===== config.mk =====
export PLATFORM = sky130hd
export DESIGN_NAME = irda_mic_top
export DESIGN_NICKNAME = d
export VERILOG_FILES = /design/src/rtl/irda_mic_pkg.sv /design/src/rtl/irda_mic_ctrl.sv /design/src/rtl/irda_mic_bank.sv /design/src/rtl/irda_mic_datapath.sv /design/src/rtl/irda_mic_top.sv
export SDC_FILE = /design/constraint.sdc
export NUM_CORES = 1
export LEC_CHECK = 0
export ABC_AREA = 1
export BUFFER_PORTS_ARGS = -buffer_cell sky130_fd_sc_hd__buf_4
export CORE_MARGIN = 5
export CORE_UTILIZATION = 53
export DETAILED_ROUTE_END_ITERATION = 16
export GPL_TIMING_DRIVEN = 0
export PLACE_DENSITY = 0.83
export RECOVER_POWER = 50
export SYNTH_ARGS = -nofsm -noshare
export SYNTH_HDL_FRONTEND = slang
export SYNTH_SLANG_ARGS = --single-unit

===== constraint.sdc =====
create_clock -name clk -period 2.78 [get_ports clk]
set_clock_uncertainty 0.2 [all_clocks]
set_input_delay 0.556 -clock clk [delete_from_list [all_inputs] [get_ports clk]]
set_output_delay 0.556 -clock clk [all_outputs]
set_load 0.02 [all_outputs]

===== src/rtl/irda_mic_pkg.sv =====
package irda_mic_pkg;

  localparam int DATA_W = 16;
  localparam int EVT_N  = 5;
  localparam int BANK_N = 2;

  // Bit positions that exist in source and mask words
  localparam logic [DATA_W-1:0] EVT_BITS  = 16'h8B80;
  // Bits stored in the mode register
  localparam logic [DATA_W-1:0] MODE_BITS = 16'hC111;
  localparam logic [DATA_W-1:0] MODE_RST  = 16'h0111;

  typedef enum logic [1:0] {
    MODE_SLOW = 2'b00,
    MODE_RSVD = 2'b01,
    MODE_FAST = 2'b10,
    MODE_MED  = 2'b11
  } xferMode_e;

  typedef struct packed {
    logic              modeWr;
    logic [BANK_N-1:0] maskWr;
    logic [BANK_N-1:0] clrWr;
    logic [BANK_N-1:0] evtEn;
  } ctlStrobe_t;

  function automatic logic [DATA_W-1:0] evtToBits(input logic [EVT_N-1:0] e);
    logic [DATA_W-1:0] b;
    b     = '0;
    b[15] = e[0];
    b[11] = e[1];
    b[9]  = e[2];
    b[8]  = e[3];
    b[7]  = e[4];
    return b;
  endfunction

  // Group mask bit in the mode register for each bank
  function automatic int grpBit(input int bank);
    return (bank == 0) ? 0 : 4;
  endfunction

  // Base register address of each bank
  function automatic int bankBase(input int bank);
    return 1 + 3 * bank;
  endfunction

  localparam int FIFO_GRP_BIT = 8;

endpackage


===== src/rtl/irda_mic_ctrl.sv =====
module irda_mic_ctrl
  import irda_mic_pkg::*;
#(
  parameter int ADDR_W = 3
) (
  input  logic              regWr,
  input  logic [ADDR_W-1:0] regAddr,
  input  logic [1:0]        modeField,
  output ctlStrobe_t        strb
);

  always_comb begin
    strb        = '0;
    strb.modeWr = regWr && (regAddr == ADDR_W'(0));
    for (int b = 0; b < BANK_N; b++) begin
      strb.maskWr[b] = regWr && (regAddr == ADDR_W'(bankBase(b) + 1));
      strb.clrWr[b]  = regWr && (regAddr == ADDR_W'(bankBase(b) + 2));
    end
    case (xferMode_e'(modeField))
      MODE_SLOW: strb.evtEn = BANK_N'(1);
      MODE_FAST,
      MODE_MED:  strb.evtEn = BANK_N'(2);
      default:   strb.evtEn = '0;
    endcase
  end

endmodule


===== src/rtl/irda_mic_bank.sv =====
module irda_mic_bank
  import irda_mic_pkg::*;
(
  input  logic              clk,
  input  logic              rstN,
  input  logic              evtEn,
  input  logic [EVT_N-1:0]  evtPulse,
  input  logic              maskWr,
  input  logic              clrWr,
  input  logic [DATA_W-1:0] wData,
  output logic [DATA_W-1:0] srcQ,
  output logic [DATA_W-1:0] maskQ,
  output logic              pending
);

  logic [DATA_W-1:0] setVec;
  logic [DATA_W-1:0] clrVec;
  logic [DATA_W-1:0] srcNext;

  always_comb begin
    setVec  = evtEn ? evtToBits(evtPulse) : '0;
    clrVec  = clrWr ? (wData & EVT_BITS) : '0;
    srcNext = (srcQ & ~clrVec) | setVec;
  end

  always_ff @(posedge clk) begin
    if (!rstN) begin
      srcQ  <= '0;
      maskQ <= EVT_BITS;
    end else begin
      srcQ <= srcNext;
      if (maskWr) maskQ <= wData & EVT_BITS;
    end
  end

  assign pending = |(srcQ & ~maskQ);

  a_r4_source_sticky: assert property (@(posedge clk) disable iff (!rstN)
    !clrWr |=> ((srcQ & $past(srcQ)) == $past(srcQ)));

  a_r5_clear_drops_bit: assert property (@(posedge clk) disable iff (!rstN)
    (clrWr && wData[15] && !(evtEn && evtPulse[0])) |=> !srcQ[15]);

  a_r6_event_beats_clear: assert property (@(posedge clk) disable iff (!rstN)
    (clrWr && wData[8] && evtEn && evtPulse[3]) |=> srcQ[8]);

  a_r3_event_sets_bit: assert property (@(posedge clk) disable iff (!rstN)
    (evtEn && evtPulse[4]) |=> srcQ[7]);

  a_r7_mask_holds: assert property (@(posedge clk) disable iff (!rstN)
    !maskWr |=> $stable(maskQ));

endmodule


===== src/rtl/irda_mic_datapath.sv =====
module irda_mic_datapath
  import irda_mic_pkg::*;
#(
  parameter int ADDR_W = 3
) (
  input  logic              clk,
  input  logic              rstN,
  input  ctlStrobe_t        strb,
  input  logic [ADDR_W-1:0] regAddr,
  input  logic [DATA_W-1:0] regWData,
  input  logic [EVT_N-1:0]  evtPulse,
  input  logic              fifoIrqIn,
  output logic [DATA_W-1:0] regRData,
  output logic [1:0]        modeField,
  output logic              irqOut
);

  logic [DATA_W-1:0] modeQ;
  logic [DATA_W-1:0] srcQ  [BANK_N];
  logic [DATA_W-1:0] maskQ [BANK_N];
  logic [BANK_N-1:0] pending;

  always_ff @(posedge clk) begin
    if (!rstN) modeQ <= MODE_RST;
    else if (strb.modeWr) modeQ <= regWData & MODE_BITS;
  end

  assign modeField = modeQ[15:14];

  for (genvar b = 0; b < BANK_N; b++) begin : gBank
    irda_mic_bank uBank (
      .clk     (clk),
      .rstN    (rstN),
      .evtEn   (strb.evtEn[b]),
      .evtPulse(evtPulse),
      .maskWr  (strb.maskWr[b]),
      .clrWr   (strb.clrWr[b]),
      .wData   (regWData),
      .srcQ    (srcQ[b]),
      .maskQ   (maskQ[b]),
      .pending (pending[b])
    );
  end

  always_comb begin
    regRData = '0;
    if (regAddr == ADDR_W'(0)) regRData = modeQ;
    for (int b = 0; b < BANK_N; b++) begin
      if (regAddr == ADDR_W'(bankBase(b)))     regRData = srcQ[b];
      if (regAddr == ADDR_W'(bankBase(b) + 1)) regRData = maskQ[b];
    end
  end

  always_comb begin
    irqOut = fifoIrqIn && !modeQ[FIFO_GRP_BIT];
    for (int b = 0; b < BANK_N; b++) begin
      if (pending[b] && !modeQ[grpBit(b)]) irqOut = 1'b1;
    end
  end

  a_r8_all_groups_closed: assert property (@(posedge clk) disable iff (!rstN)
    (modeQ[0] && modeQ[4] && modeQ[8]) |-> !irqOut);

  a_r3_reserved_mode_drops: assert property (@(posedge clk) disable iff (!rstN)
    (modeField == 2'b01 && !strb.modeWr && strb.clrWr == '0)
      |=> ($stable(srcQ[0]) && $stable(srcQ[1])));

  a_r2_mode_reserved_zero: assert property (@(posedge clk) disable iff (!rstN)
    strb.modeWr |=> ((modeQ & ~MODE_BITS) == '0));

endmodule


===== src/rtl/irda_mic_top.sv =====
module irda_mic_top
  import irda_mic_pkg::*;
#(
  parameter int ADDR_W = 3
) (
  input  logic              clk,
  input  logic              rstN,
  input  logic [ADDR_W-1:0] regAddr,
  input  logic              regWr,
  input  logic [15:0]       regWData,
  output logic [15:0]       regRData,
  input  logic [4:0]        evtPulse,
  input  logic              fifoIrqIn,
  output logic              irqOut
);

  ctlStrobe_t strb;
  logic [1:0] modeField;

  irda_mic_ctrl #(.ADDR_W(ADDR_W)) uCtrl (
    .regWr    (regWr),
    .regAddr  (regAddr),
    .modeField(modeField),
    .strb     (strb)
  );

  irda_mic_datapath #(.ADDR_W(ADDR_W)) uData (
    .clk      (clk),
    .rstN     (rstN),
    .strb     (strb),
    .regAddr  (regAddr),
    .regWData (regWData),
    .evtPulse (evtPulse),
    .fifoIrqIn(fifoIrqIn),
    .regRData (regRData),
    .modeField(modeField),
    .irqOut   (irqOut)
  );

endmodule


==> run_results.csv <==
group,metric,value,unit
status,status,"finished, final reports clean",
routing,drt-pass1-iter-count,4,
power_and_ir_drop,p_per_area,423,nW/µm²
power_and_ir_drop,irDropWorstVdd,359,µV
place,place_congestion,0.893,
synthesis,synth_cell_types,23,
finish,layout_common_cells,"nand2_1, buf_4, dfxtp_1, inv_1, o211ai_1",
sta,post-route-period-util,79.9,%
worst_setup_path,cp.buffers_inverters,3,
run,cap_violations,0,
routing,num_vias,1282,
worst_setup_path,max_stage_delay,200,ps
grt,grt_max_degree,14,
routing,drt_iter0_drc,56,
floorplanning,die-area,3650,µm²
finish,area_growth,20.4,%
synthesis,yosys_warnings,0,
place,port_buffers,27,
routing,viasPerCell,4.87,
floorplanning,die_h,60.4,µm
routing,ant_nets,0,
place,hpwl,2.52,mm
finish,final_nets,262,
sta,max_clock_freq,450,MHz
grt,grt_pass1_vias,1076,
worst_setup_path,path_max_fanout,5,
place,pre_cts_ws,545,ps
sta,report.final.slew_viol_count,0,
worst_hold_path,hp-class,"primary input to flop",
finish,final_area,1620,µm²
sta,fin_ws,558,ps
clocking,numCtsBuffers,3,
floorplanning,rows,18,
routing,remaining_drc_errors,0,
grt,grt_usage,18.8,%
synthesis,post_synth.cell_area_avg,6.90,µm²
grt,grt_pass1_wl,5.04,mm
worst_setup_path,cp_cell_sequence,"buf_4 > inv_2 > nand2_2 > nor2_2 > nand2_1 > nand2_1 > nor2_1 > nand3_1 > buf_4",
synthesis,yosysSeqAreaShare,37.2,%
worst_setup_path,arrival,1470,ps
clocking,insertion_delay,320,ps
routing,finalWirelength,3.13,mm
sta,setup_tns,0,ps
clocking,cts-root-buf,"clkbuf_4",
floorplanning,ioPinCount,45,
clocking,cts_hold_buffers,0,
worst_setup_path,crit_required,2020,ps
clocking,path_clk_slew,130,ps
sta,rsz0062_at_grt,"no",
sta,finalSetupViolations,0,
sta,hold_viol_final,0,
finish,n_fill_cell,235,
clocking,post-cts-setup-buffers,0,
floorplanning,die_x,60.4,µm
finish,final_common_cell,"nand2_1",
clocking,htree_levels,1,
synthesis,ys_ff_latch,25,
floorplanning,core_area,2450,µm²
routing,routedWlPerCell,11.9,µm
grt,grt_antenna_before_repair,0,
clocking,cts_sinks,25,
worst_setup_path,critPathKind,"primary input to output port",
clocking,clk_path_buf_depth,2,
worst_setup_path,crit_path_end_kind,"output port",
clocking,cts_tree,"built",
place,placed_area,1610,µm²
worst_setup_path,start_kind,"primary input",
synthesis,syn_inst,195,
finish,drive_gt1_share,22.3,%
floorplanning,start_util,54.8,%
grt,grt-ovfl-total,0,
worst_setup_path,path_delay_family,"simple AND/OR/NAND/NOR gates",
synthesis,netlist_area,1350,µm²
clocking,cts_resized,0,
sta,period_needed,2220,ps
power_and_ir_drop,leakagePower,0.000852,µW
worst_setup_path,cp_slowest_cell,"nor2_2",
finish,num_antenna_cells,0,
metrics by stage:
step,cells,utilization [%],hold slack [ps],power [µW]
final,263,66.0,241,685
after global routing,263,66.0,245,720
after CTS,263,66.7,239,694
after detailed placement,259,65.6,263,530
after global placement,259,65.6,257,529
after floorplan,202,-,244,475
per-layer routing:
layer | GRT usage [%] | up-vias | routed length, µm
li1 | - | 695 | -
met1 | 25.7 | 547 | 1430
met2 | 28.2 | 35 | 1410
met3 | 3.40 | 5 | 225
met4 | 9.81 | 0 | 59
met5 | 0 | - | 0
worst reg2reg max path: stages, from the launching register on:
cell,delay [ps]
dfxtp_1,320
clkbuf_1,210
nor2_1,330
nand2_1,90
a21oi_1,140
synth_stat cells (all sizes together):
cell     n  share of area (%)
conb     1               0.28
dfxtp   25                 37
nand4    8                3.7
buf      9                5.3
nor2    13                5.3
o211ai  13                7.3
nand2   66                 19
a21oi   12                4.7
clkbuf   3               0.84
o21ai    9                3.3
o21bai   1               0.56
clkinv   1               0.65
inv     25                7.0
nor3     1               0.74
nand3    8                3.9
flip-flops by register name, summed over array words and instances (netlist names):
| signal | flops |
|---|---|
| uData.gBank.uBank.maskQ | 10 |
| uData.gBank.uBank.srcQ | 10 |
| uData.modeQ | 5 |
cell families (layout without fill, tap and decap cells):
logic type	count (synthesis)	count (layout)	share of synthesized area, %
buffers and inverters	38	69	13.8
AO/OA/AOI/OAI	35	35	15.9
flip-flops	25	25	37.2
AND/OR/NAND/NOR	96	96	32.8
other	1	8	0.279
power by group:
group	internal, µW	total (µW)	switching, µW
Clock	56.3	164	108
Combinational	56.6	138	81.0
Sequential	373	383	10.2
final timing paths:
check / startpoint / end / slack (ps) / depth (start not counted)
worst max-delay path: regAddr[1] / regRData[15] / 560 / 9
worst min-delay path: regWData[4] / uData.modeQ[4] / 240 / 3
worst max register to register: uData.modeQ[15] / uData.gBank[0].uBank.srcQ[9] / 1440 / 4
worst min register to register: uData.modeQ[14] / uData.modeQ[14] / 290 / 2
layout make-up:
| cell class | instances | area [µm²] | area share (%) |
|---|---|---|---|
| Timing Repair Buffer | 27 | 199 | 12.3 |
| Multi-Input combinational cell | 139 | 671 | 41.4 |
| Sequential cell | 25 | 500 | 30.9 |
| Tap cell | 30 | 37.5 | 2.32 |
| Inverter | 26 | 103 | 6.34 |
| Buffer | 12 | 82.6 | 5.10 |
| Clock buffer | 4 | 26.3 | 1.62 |
No activity file was read; power rests on OpenSTA's default activity.
